[src/rtl/llsc_pkg.sv]
package llsc_pkg;

    typedef enum logic [2:0] {
        KIND_LOAD    = 3'd0,
        KIND_IFETCH  = 3'd1,
        KIND_STORE   = 3'd2,
        KIND_LL      = 3'd3,
        KIND_SC      = 3'd4,
        KIND_RFO     = 3'd5,
        KIND_LOCK_WR = 3'd6,
        KIND_FLUSH   = 3'd7
    } llsc_kind_e;

    typedef struct packed {
        logic is_ll;
        logic is_sc;
        logic is_plain_wr;
        logic is_read;
    } kind_class_t;

endpackage

[src/rtl/llsc_classify.sv]
module llsc_classify
    import llsc_pkg::*;
(
    input  logic [2:0]  kind,
    output kind_class_t cls
);
    always_comb begin
        cls = '0;
        case (llsc_kind_e'(kind))
            KIND_LOAD, KIND_IFETCH:                    cls.is_read     = 1'b1;
            KIND_LL:                                   cls.is_ll       = 1'b1;
            KIND_SC:                                   cls.is_sc       = 1'b1;
            KIND_STORE, KIND_RFO, KIND_LOCK_WR,
            KIND_FLUSH:                                cls.is_plain_wr = 1'b1;
            default:                                   cls             = '0;
        endcase
    end
endmodule

[src/rtl/llsc_line_cmp.sv]
module llsc_line_cmp #(
    parameter int ADDR_W = 16,
    parameter int OFF_W  = 4,
    localparam int LW    = ADDR_W - OFF_W
) (
    input  logic [ADDR_W-1:0] addr,
    input  logic [LW-1:0]     ref_line,
    output logic [LW-1:0]     line,
    output logic              hit
);
    assign line = addr[ADDR_W-1:OFF_W];
    assign hit  = (line == ref_line);
endmodule

[src/rtl/llsc_core.sv]
module llsc_core
    import llsc_pkg::*;
#(
    parameter int LW = 12
) (
    input  logic          clk,
    input  logic          rst_n,
    input  logic          cmp_valid,
    input  logic          cmp_present,
    input  logic [LW-1:0] cmp_line,
    input  kind_class_t   cls,
    input  logic          cmp_hit,
    input  logic          lose_valid,
    input  logic          lose_hit,
    output logic          resv_valid,
    output logic [LW-1:0] resv_line,
    output logic          rsp_valid,
    output logic          rsp_ok
);
    typedef struct packed {
        logic          resv_v;
        logic [LW-1:0] resv_line;
        logic          rsp_v;
        logic          rsp_ok;
    } core_state_t;

    core_state_t state_d, state_q;
    logic        survive;

    always_comb begin
        state_d        = state_q;
        state_d.rsp_v  = cmp_valid;
        state_d.rsp_ok = cmp_valid;
        // permission loss is ordered ahead of any completion
        survive = state_q.resv_v && !(lose_valid && lose_hit);
        if (!survive) begin
            state_d.resv_v = 1'b0;
        end
        if (cmp_valid && cmp_present) begin
            if (cls.is_ll) begin
                state_d.resv_v    = 1'b1;
                state_d.resv_line = cmp_line;
            end else if (cls.is_sc) begin
                state_d.rsp_ok = survive && cmp_hit;
                if (cmp_hit) begin
                    state_d.resv_v = 1'b0;
                end
            end else if (cls.is_plain_wr && cmp_hit) begin
                state_d.resv_v = 1'b0;
            end
        end
    end

    always_ff @(posedge clk or negedge rst_n) begin
        if (!rst_n) begin
            state_q <= '0;
        end else begin
            state_q <= state_d;
        end
    end

    assign resv_valid = state_q.resv_v;
    assign resv_line  = state_q.resv_line;
    assign rsp_valid  = state_q.rsp_v;
    assign rsp_ok     = state_q.rsp_ok;
endmodule

[src/rtl/llsc_monitor.sv]
module llsc_monitor
    import llsc_pkg::*;
#(
    parameter int ADDR_W     = 16,
    parameter int LINE_BYTES = 16,
    localparam int OFF_W     = $clog2(LINE_BYTES),
    localparam int LW        = ADDR_W - OFF_W
) (
    input  logic              clk,
    input  logic              rst_n,
    input  logic              cmp_valid,
    input  logic [ADDR_W-1:0] cmp_addr,
    input  logic [2:0]        cmp_kind,
    input  logic              cmp_present,
    input  logic              lose_valid,
    input  logic [ADDR_W-1:0] lose_addr,
    output logic              rsp_valid,
    output logic              rsp_ok,
    output logic              lock_valid,
    output logic [LW-1:0]     lock_line
);
    kind_class_t   cls;
    logic [LW-1:0] cmp_line, lose_line;
    logic          cmp_hit, lose_hit;

    llsc_classify u_cls (.kind(cmp_kind), .cls(cls));

    llsc_line_cmp #(.ADDR_W(ADDR_W), .OFF_W(OFF_W)) u_cmp_line (
        .addr(cmp_addr), .ref_line(lock_line), .line(cmp_line), .hit(cmp_hit)
    );

    llsc_line_cmp #(.ADDR_W(ADDR_W), .OFF_W(OFF_W)) u_lose_line (
        .addr(lose_addr), .ref_line(lock_line), .line(lose_line), .hit(lose_hit)
    );

    llsc_core #(.LW(LW)) u_core (
        .clk(clk), .rst_n(rst_n),
        .cmp_valid(cmp_valid), .cmp_present(cmp_present), .cmp_line(cmp_line),
        .cls(cls), .cmp_hit(cmp_hit),
        .lose_valid(lose_valid), .lose_hit(lose_hit),
        .resv_valid(lock_valid), .resv_line(lock_line),
        .rsp_valid(rsp_valid), .rsp_ok(rsp_ok)
    );
endmodule

[config.mk]
export PLATFORM = sky130hd
export DESIGN_NAME = llsc_monitor
export DESIGN_NICKNAME = d
export VERILOG_FILES = /design/src/rtl/llsc_pkg.sv /design/src/rtl/llsc_classify.sv /design/src/rtl/llsc_line_cmp.sv /design/src/rtl/llsc_core.sv /design/src/rtl/llsc_monitor.sv
export SDC_FILE = /design/constraint.sdc
export NUM_CORES = 1
export LEC_CHECK = 0
export ABC_AREA = 1
export CELL_PAD_IN_SITES_DETAIL_PLACEMENT = 2
export CELL_PAD_IN_SITES_GLOBAL_PLACEMENT = 2
export CORE_ASPECT_RATIO = 1.25
export CORE_UTILIZATION = 20
export DETAILED_ROUTE_END_ITERATION = 6
export GPL_TIMING_DRIVEN = 1
export PLACE_DENSITY = 0.84
export SYNTH_ARGS = -nofsm -noshare
export SYNTH_HDL_FRONTEND = slang
export SYNTH_SLANG_ARGS = --single-unit
[constraint.sdc]
create_clock -name clk -period 3.05 [get_ports clk]
set_input_delay 0.61 -clock clk [delete_from_list [all_inputs] [get_ports clk]]
set_output_delay 0.61 -clock clk [all_outputs]
set_load 0.1 [all_outputs]
==> results of run 1 <==
-- Yosys cell counts, types with 2 or more instances --
library cell,number,area [µm²]
a21oi_1,4,20.0
nor2_1,17,63.8
inv_1,24,90.1
mux2_2,2,22.5
nand2_1,58,218
dfrtp_1,15,375
o21ai_0,5,25.0
inv_2,3,11.3
xnor2_1,9,78.8
-- layout make-up --
type | count | area [µm²]
Sequential cell | 15 | 375
Tap cell | 60 | 75.1
Inverter | 27 | 101
Timing Repair Buffer | 46 | 423
Clock buffer | 4 | 45.0
Fill cell | 593 | 3260
Multi-Input combinational cell | 106 | 524
-- per-layer routing --
metal | up-vias | wire, µm | track usage | part of all wire
met4 | 0 | 17 | 0.0326 | 0.0058
met5 | - | 0 | 0 | 0
met2 | 26 | 1570 | 0.230 | 0.53
met3 | 2 | 159 | 0.0194 | 0.054
li1 | 542 | - | - | -
met1 | 499 | 1200 | 0.129 | 0.41
-- cell usage in the layout (no fill, tap or decap) --
cell type and n:
a211oi_1 1, a21oi_1 4, a21oi_2 1, buf_4 15, clkbuf_1 1, clkbuf_8 3
clkdlybuf4s50_1 31, dfrtp_1 15, inv_1 24, inv_2 3, mux2_2 2, mux2_4 1
nand2_1 58, nand2_2 1, nand3_1 1, nand3_2 1, nand4_1 1, nand4_4 1
nor2_1 17, nor2_2 1, nor3_1 1, o21ai_0 5, o21ai_1 1, xnor2_1 9
-- report_power, final --
part / switching, mW / leakage, nW / internal, mW / total [mW]
Clock: 0.0719 / 0.0228 / 0.0924 / 0.164
Combinational: 0.394 / 0.578 / 0.152 / 0.546
Sequential: 0.0472 / 0.176 / 0.237 / 0.284
Total: 0.514 / 0.776 / 0.481 / 0.994
-- worst max-delay path by stage --
stage | startpoint | endpoint | slack [ns] | cells past startpoint
global placement | cmp_valid | u_core.resv_line[4] | 0.98 | 5
global route | cmp_valid | u_core.resv_line[4] | 1.10 | 5
finish | cmp_valid | u_core.resv_line[4] | 1.24 | 5
detailed placement | cmp_valid | u_core.resv_line[4] | 0.95 | 5
CTS | cmp_valid | u_core.resv_line[4] | 1.21 | 5
floorplan | u_core.resv_line[1] | u_core.resv_valid | 1.29 | 9
-- kinds of logic after synthesis --
family,share of synthesized area
AO/OA/AOI/OAI,0.0653
XOR/XNOR,0.0776
buffers and inverters,0.115
flip-flops,0.369
multiplexers,0.0369
AND/OR/NAND/NOR,0.336
-- worst min-delay path: cells and delay by family (launching register included) --
kind            cells  cell delay, ns
flops               1            0.40
compound gates      1            0.06
simple gates        1            0.07
-- registers in the layout, indices dropped and copies added (netlist names) --
name and flops:
u_core.resv_line 12, u_core.resv_valid 1, u_core.rsp_ok 1, u_core.rsp_valid 1
-- stage by stage --
stage                     instances  setup WS, ns
after global placement          254         0.982
after global routing            258          1.10
after CTS                       258          1.21
final                           258          1.24
after detailed placement        254         0.950
after floorplan                 150          1.29
==> run_results.csv, run 1 <==
group,metric,value,unit
status,status,"finished, final reports clean",
cts,insertion_delay,0.24,ns
cts,cts-resized-gates,0,
placed_design,port_buffers,46,
sta,finalCritPeriodShare,0.595,
critical_path,r2r_start,"u_core.resv_line[4]",
sta,drv_slew,0,
logic_synthesis,synth_ff_type,"dfrtp_1",
detailed_routing,routed_wl,2.95,mm
die,die_w,65.8,µm
grt,antenna_found_initial,0,
detailed_routing,viasPerCell,4.14,
cts,clock_path_buffers,2,
die,dieArea,5370,µm²
detailed_routing,drc,0,
detailed_routing,drtIter0Drc,19,
detailed_routing,ant_nets,0,
critical_path,worstPathRequired,3.18,ns
sta,tns,0,ns
sta,fmaxAchievable,551,MHz
logic_synthesis,synth_cells,150,
finish,area_growth_syn_to_layout,52.0,%
critical_path,cpMaxStageDelayCell,"clkdlybuf4s50_1",
critical_path,critical_path.top_delay_family,"buffers and inverters",
critical_path,critPathMaxFanout,22,
finish,drive_gt1_frac,0.146,
die,start_util,0.212,
cts,clock_sinks,15,
grt,grt_pass1_wl,4.84,mm
power_and_ir_drop,finalPower,0.994,mW
critical_path,critPathCaptureType,"register",
grt,grt_use_total,0.118,
logic_synthesis,yosys_warnings,0,
cts,cts_buffers,3,
cts,cts_hold_buffers,0,
placed_design,placed_area,1500,µm²
sta,setup_violations,0,
detailed_routing,wl_per_cell,11.4,µm
die,placeableCoreArea,4800,µm²
min_path,holdPathEnd,"u_core.resv_line[1]",
logic_synthesis,synth_edf_count,0,
logic_synthesis,ys_seq_elements,15,
die,pin_count,55,
critical_path,max_stage_delay,0.50,ns
grt,globalRouteOverflowTotal,0,
grt,grt_pass1_vias,1142,
sta,rsz0062_at_grt,"false",
die,num_rows,28,
critical_path,r2r_cells,8,
min_path,min_path_type,"register to register",
sta,relSlewSlack,0.508,
min_path,min_from,"u_core.resv_line[1]",
grt,grt_max_degree,23,
placed_design,dp_hpwl,2.47,mm
finish,final_area,1540,µm²
critical_path,critPathBufInv,2,
job,cap_violations,0,
cts,clk_pin_slew,0.06,ns
critical_path,reg2reg_to,"u_core.resv_valid",
critical_path,r2r_slack,1.75,ns
finish,utilization,0.322,
logic_synthesis,synth_area,1020,µm²
power_and_ir_drop,irDropWorstVdd,0.208,mV
cts,cts_setup_buffers,0,
critical_path,setup.worst_path.class,"input pin to register",
finish,fin_nets,239,
sta,finClkSkew,0.000537,ns
logic_synthesis,ys_types,22,
logic_synthesis,avgSynthCellArea,6.77,µm²
critical_path,start_kind,"input pin",
detailed_routing,drtPass1Iterations,3,
power_and_ir_drop,p_leak,0.776,nW
sta,hold_viol_final,0,
logic_synthesis,syn-num-nets,190,
sta,whs,0.564,ns
critical_path,path_cells,"clkdlybuf4s50_1 > nand2_1 > inv_2 > nand4_4 > mux2_4",
sta,period_minus_slack,1.81,ns
detailed_routing,num_vias,1069,
power_and_ir_drop,powerDensity,644,nW/µm²
logic_synthesis,synthArstFlopShare,1.00,
cts,cts_tree,"built",
cts,cts_max_level,1,
critical_path,cp.arrival,1.95,ns
sta,tightest_slew,0.736,ns
finish,antenna_cells,0,
min_path,min_delay_path_depth,2,
placed_design,gp_congestion,0.703,
cts,cts-root-buf,"clkbuf_8",
logic_synthesis,yosysSeqAreaShare,0.369,
die,die_y,81.7,µm
Power figures use the tool's default switching activity.
==> inputs of run 2 (changes only) <==
--- a/config.mk
+++ b/config.mk
@@ -9,10 +9,10 @@
 export CELL_PAD_IN_SITES_DETAIL_PLACEMENT = 2
 export CELL_PAD_IN_SITES_GLOBAL_PLACEMENT = 2
 export CORE_ASPECT_RATIO = 1.25
-export CORE_UTILIZATION = 20
+export CORE_UTILIZATION = 19
 export DETAILED_ROUTE_END_ITERATION = 6
 export GPL_TIMING_DRIVEN = 1
-export PLACE_DENSITY = 0.84
+export PLACE_DENSITY = 0.81
 export SYNTH_ARGS = -nofsm -noshare
 export SYNTH_HDL_FRONTEND = slang
 export SYNTH_SLANG_ARGS = --single-unit
==> constraint.sdc (replaced) <==
create_clock -name clk -period 1.8 [get_ports clk]
set_input_delay 0.36 -clock clk [delete_from_list [all_inputs] [get_ports clk]]
set_output_delay 0.36 -clock clk [all_outputs]
set_load 0.1 [all_outputs]
==> run 2 against run 1 <==
Net effect:
- hold slack worse by 0.14 ns
- clock-buffer cell count down 1
- register-to-register slack worse by 1.3 ns
- first-iteration DRC count down 16%
- critical endpoint unchanged
- combinational power up 100%
- critical path depth unchanged
- global-route usage up 0.083 points
- sequential power up 83%
- total power up 90%
==> run_results.csv, run 2 (synthesis results as in run 1) <==
group,metric,value,unit
sta,tns,0,ns
critical_path,cp-startpoint,"cmp_valid",
cts,cts_hold_buffers,0,
die,pin_count,55,
power_and_ir_drop,p_comb_frac,0.575,
critical_path,critPathMaxFanout,14,
grt,use_met3,0.0260,
critical_path,reg2reg_to,"u_core.resv_valid",
placed_design,port_buffers,46,
critical_path,r2r_cells,10,
die,num_rows,29,
job,cap_violations,0,
detailed_routing,routed_wl,3.00,mm
detailed_routing,ant_nets,0,
cts,clock_path_buffers,2,
sta,fmaxAchievable,677,MHz
grt,antenna_found_initial,0,
die,start_util,0.199,
grt,grtUsageMet1,0.142,
critical_path,cp.arrival,1.62,ns
grt,grt_pass1_wl,5.10,mm
cts,clock_sinks,15,
die,die_y,83.8,µm
power_and_ir_drop,p_int,0.975,mW
grt,globalRouteOverflowTotal,0,
finish,regArea,375,µm²
cts,cts-resized-gates,0,
detailed_routing,num_vias,1067,
status,status,"finished, final reports clean",
power_and_ir_drop,p_clk_frac,0.150,
cts,clk_pin_slew,0.07,ns
sta,period_minus_slack,1.48,ns
cts,insertion_delay,0.25,ns
finish,final_common_cell,"nand2_1",
min_path,min_path_type,"input pin to asynchronous set/reset pin",
finish,layout_common_cells,"nand2_1, clkdlybuf4s50_1, inv_1, nor2_1, buf_12",
power_and_ir_drop,p_switching,0.915,mW
power_and_ir_drop,irDropWorstVdd,0.446,mV
finish,final_area,1770,µm²
sta,hold_viol_final,0,
detailed_routing,drtIter0Drc,16,
sta,relSlewSlack,0.823,
sta,tightest_slew,0.265,ns
finish,antenna_cells,0,
cts,cts-root-buf,"clkbuf_8",
finish,utilization,0.346,
placed_design,placed_area,1720,µm²
power_and_ir_drop,powerDensity,1070,nW/µm²
grt,busiest_layer,"met2",
finish,multi_input_area,524,µm²
sta,rsz0062_at_grt,"false",
power_and_ir_drop,sw_frac_of_total,0.484,
placed_design,gp_congestion,0.651,
die,die_w,67.4,µm
cts,cts_max_level,1,
placed_design,dp_slack,0.0218,ns
die,placeableCoreArea,5120,µm²
finish,area_growth_syn_to_layout,74.3,%
grt,gr-usage-met2,0.206,
detailed_routing,wl_per_cell,11.4,µm
critical_path,start_kind,"input pin",
critical_path,worstPathRequired,1.94,ns
power_and_ir_drop,seqPwrFrac,0.275,
sta,finClkSkew,0.00233,ns
finish,drive_gt1_frac,0.164,
critical_path,critPathCapture,"u_core.resv_line[4]",
die,dieArea,5650,µm²
sta,finalWorstSetupSlack,0.322,ns
placed_design,dp_hpwl,2.53,mm
cts,cts_tree,"built",
sta,finalCritPeriodShare,0.821,
finish,fillerInstances,611,
detailed_routing,viasPerCell,4.06,
cts,cts_buffers,3,
cts,cts_setup_buffers,0,
sta,setup_violations,0,
critical_path,setup.worst_path.class,"input pin to register",
finish,fin_nets,242,
sta,drv_slew,0,
power_and_ir_drop,p_leak,0.867,nW
power_and_ir_drop,finalPower,1.89,mW
grt,grt_max_degree,16,
grt,grt_use_total,0.119,
critical_path,r2r_start,"u_core.resv_line[9]",
detailed_routing,drc,0,
critical_path,critPathCaptureType,"register",
grt,grt_pass1_vias,1121,
critical_path,r2r_slack,0.46,ns
finish,largest_reg_flops,12,
detailed_routing,drtPass1Iterations,3,
==> run 2: worst min path at each step <==
stage               cells after the start  slack, ns                   end
floorplan                               0       0.06   u_core.resv_line[0]
global placement                        2       0.59     u_core.resv_valid
detailed placement                      2       0.61     u_core.resv_valid
CTS                                     2       0.43  u_core.resv_line[10]
global route                            2       0.45      u_core.rsp_valid
finish                                  2       0.43  u_core.resv_line[10]
==> run 2: stage by stage <==
stage | instances | hold WS, ns
floorplan | 150 | 0.0644
global route | 263 | 0.454
CTS | 263 | 0.431
global placement | 259 | 0.588
detailed placement | 259 | 0.607
finish | 263 | 0.428
==> run 2: layout make-up <==
type / count / area share
clock buffer: 3 / 0.0233
clock inverter: 1 / 0.00283
inverter: 27 / 0.0572
multi-input combinational: 106 / 0.296
sequential: 15 / 0.212
tap: 62 / 0.0438
timing repair buffer: 49 / 0.365
==> run 2: worst max-delay path: stages <==
cell             delay (ns)
clkdlybuf4s50_1        0.50
nand2_1                0.10
inv_2                  0.08
nand4_4                0.21
mux2_4                 0.37
==> run 2: per-layer routing <==
layer | share of wire | wire [µm] | up-vias
li1 | - | - | 548
met1 | 0.42 | 1270 | 489
met2 | 0.52 | 1560 | 28
met3 | 0.053 | 159 | 2
met4 | 0.0053 | 16 | 0
met5 | 0 | 0 | -
==> run 2: power by group through the flow <==
stage | logic (mW) | registers (mW) | clock network (mW)
2_1_floorplan | 0.215 | 0.945 | 0
3_3_place_gp | 1.09 | 0.522 | 0
3_5_place_dp | 1.10 | 0.527 | 0
4_1_cts | 1.10 | 0.521 | 0.294
5_1_grt | 1.15 | 0.535 | 0.313
6_report | 1.09 | 0.519 | 0.284
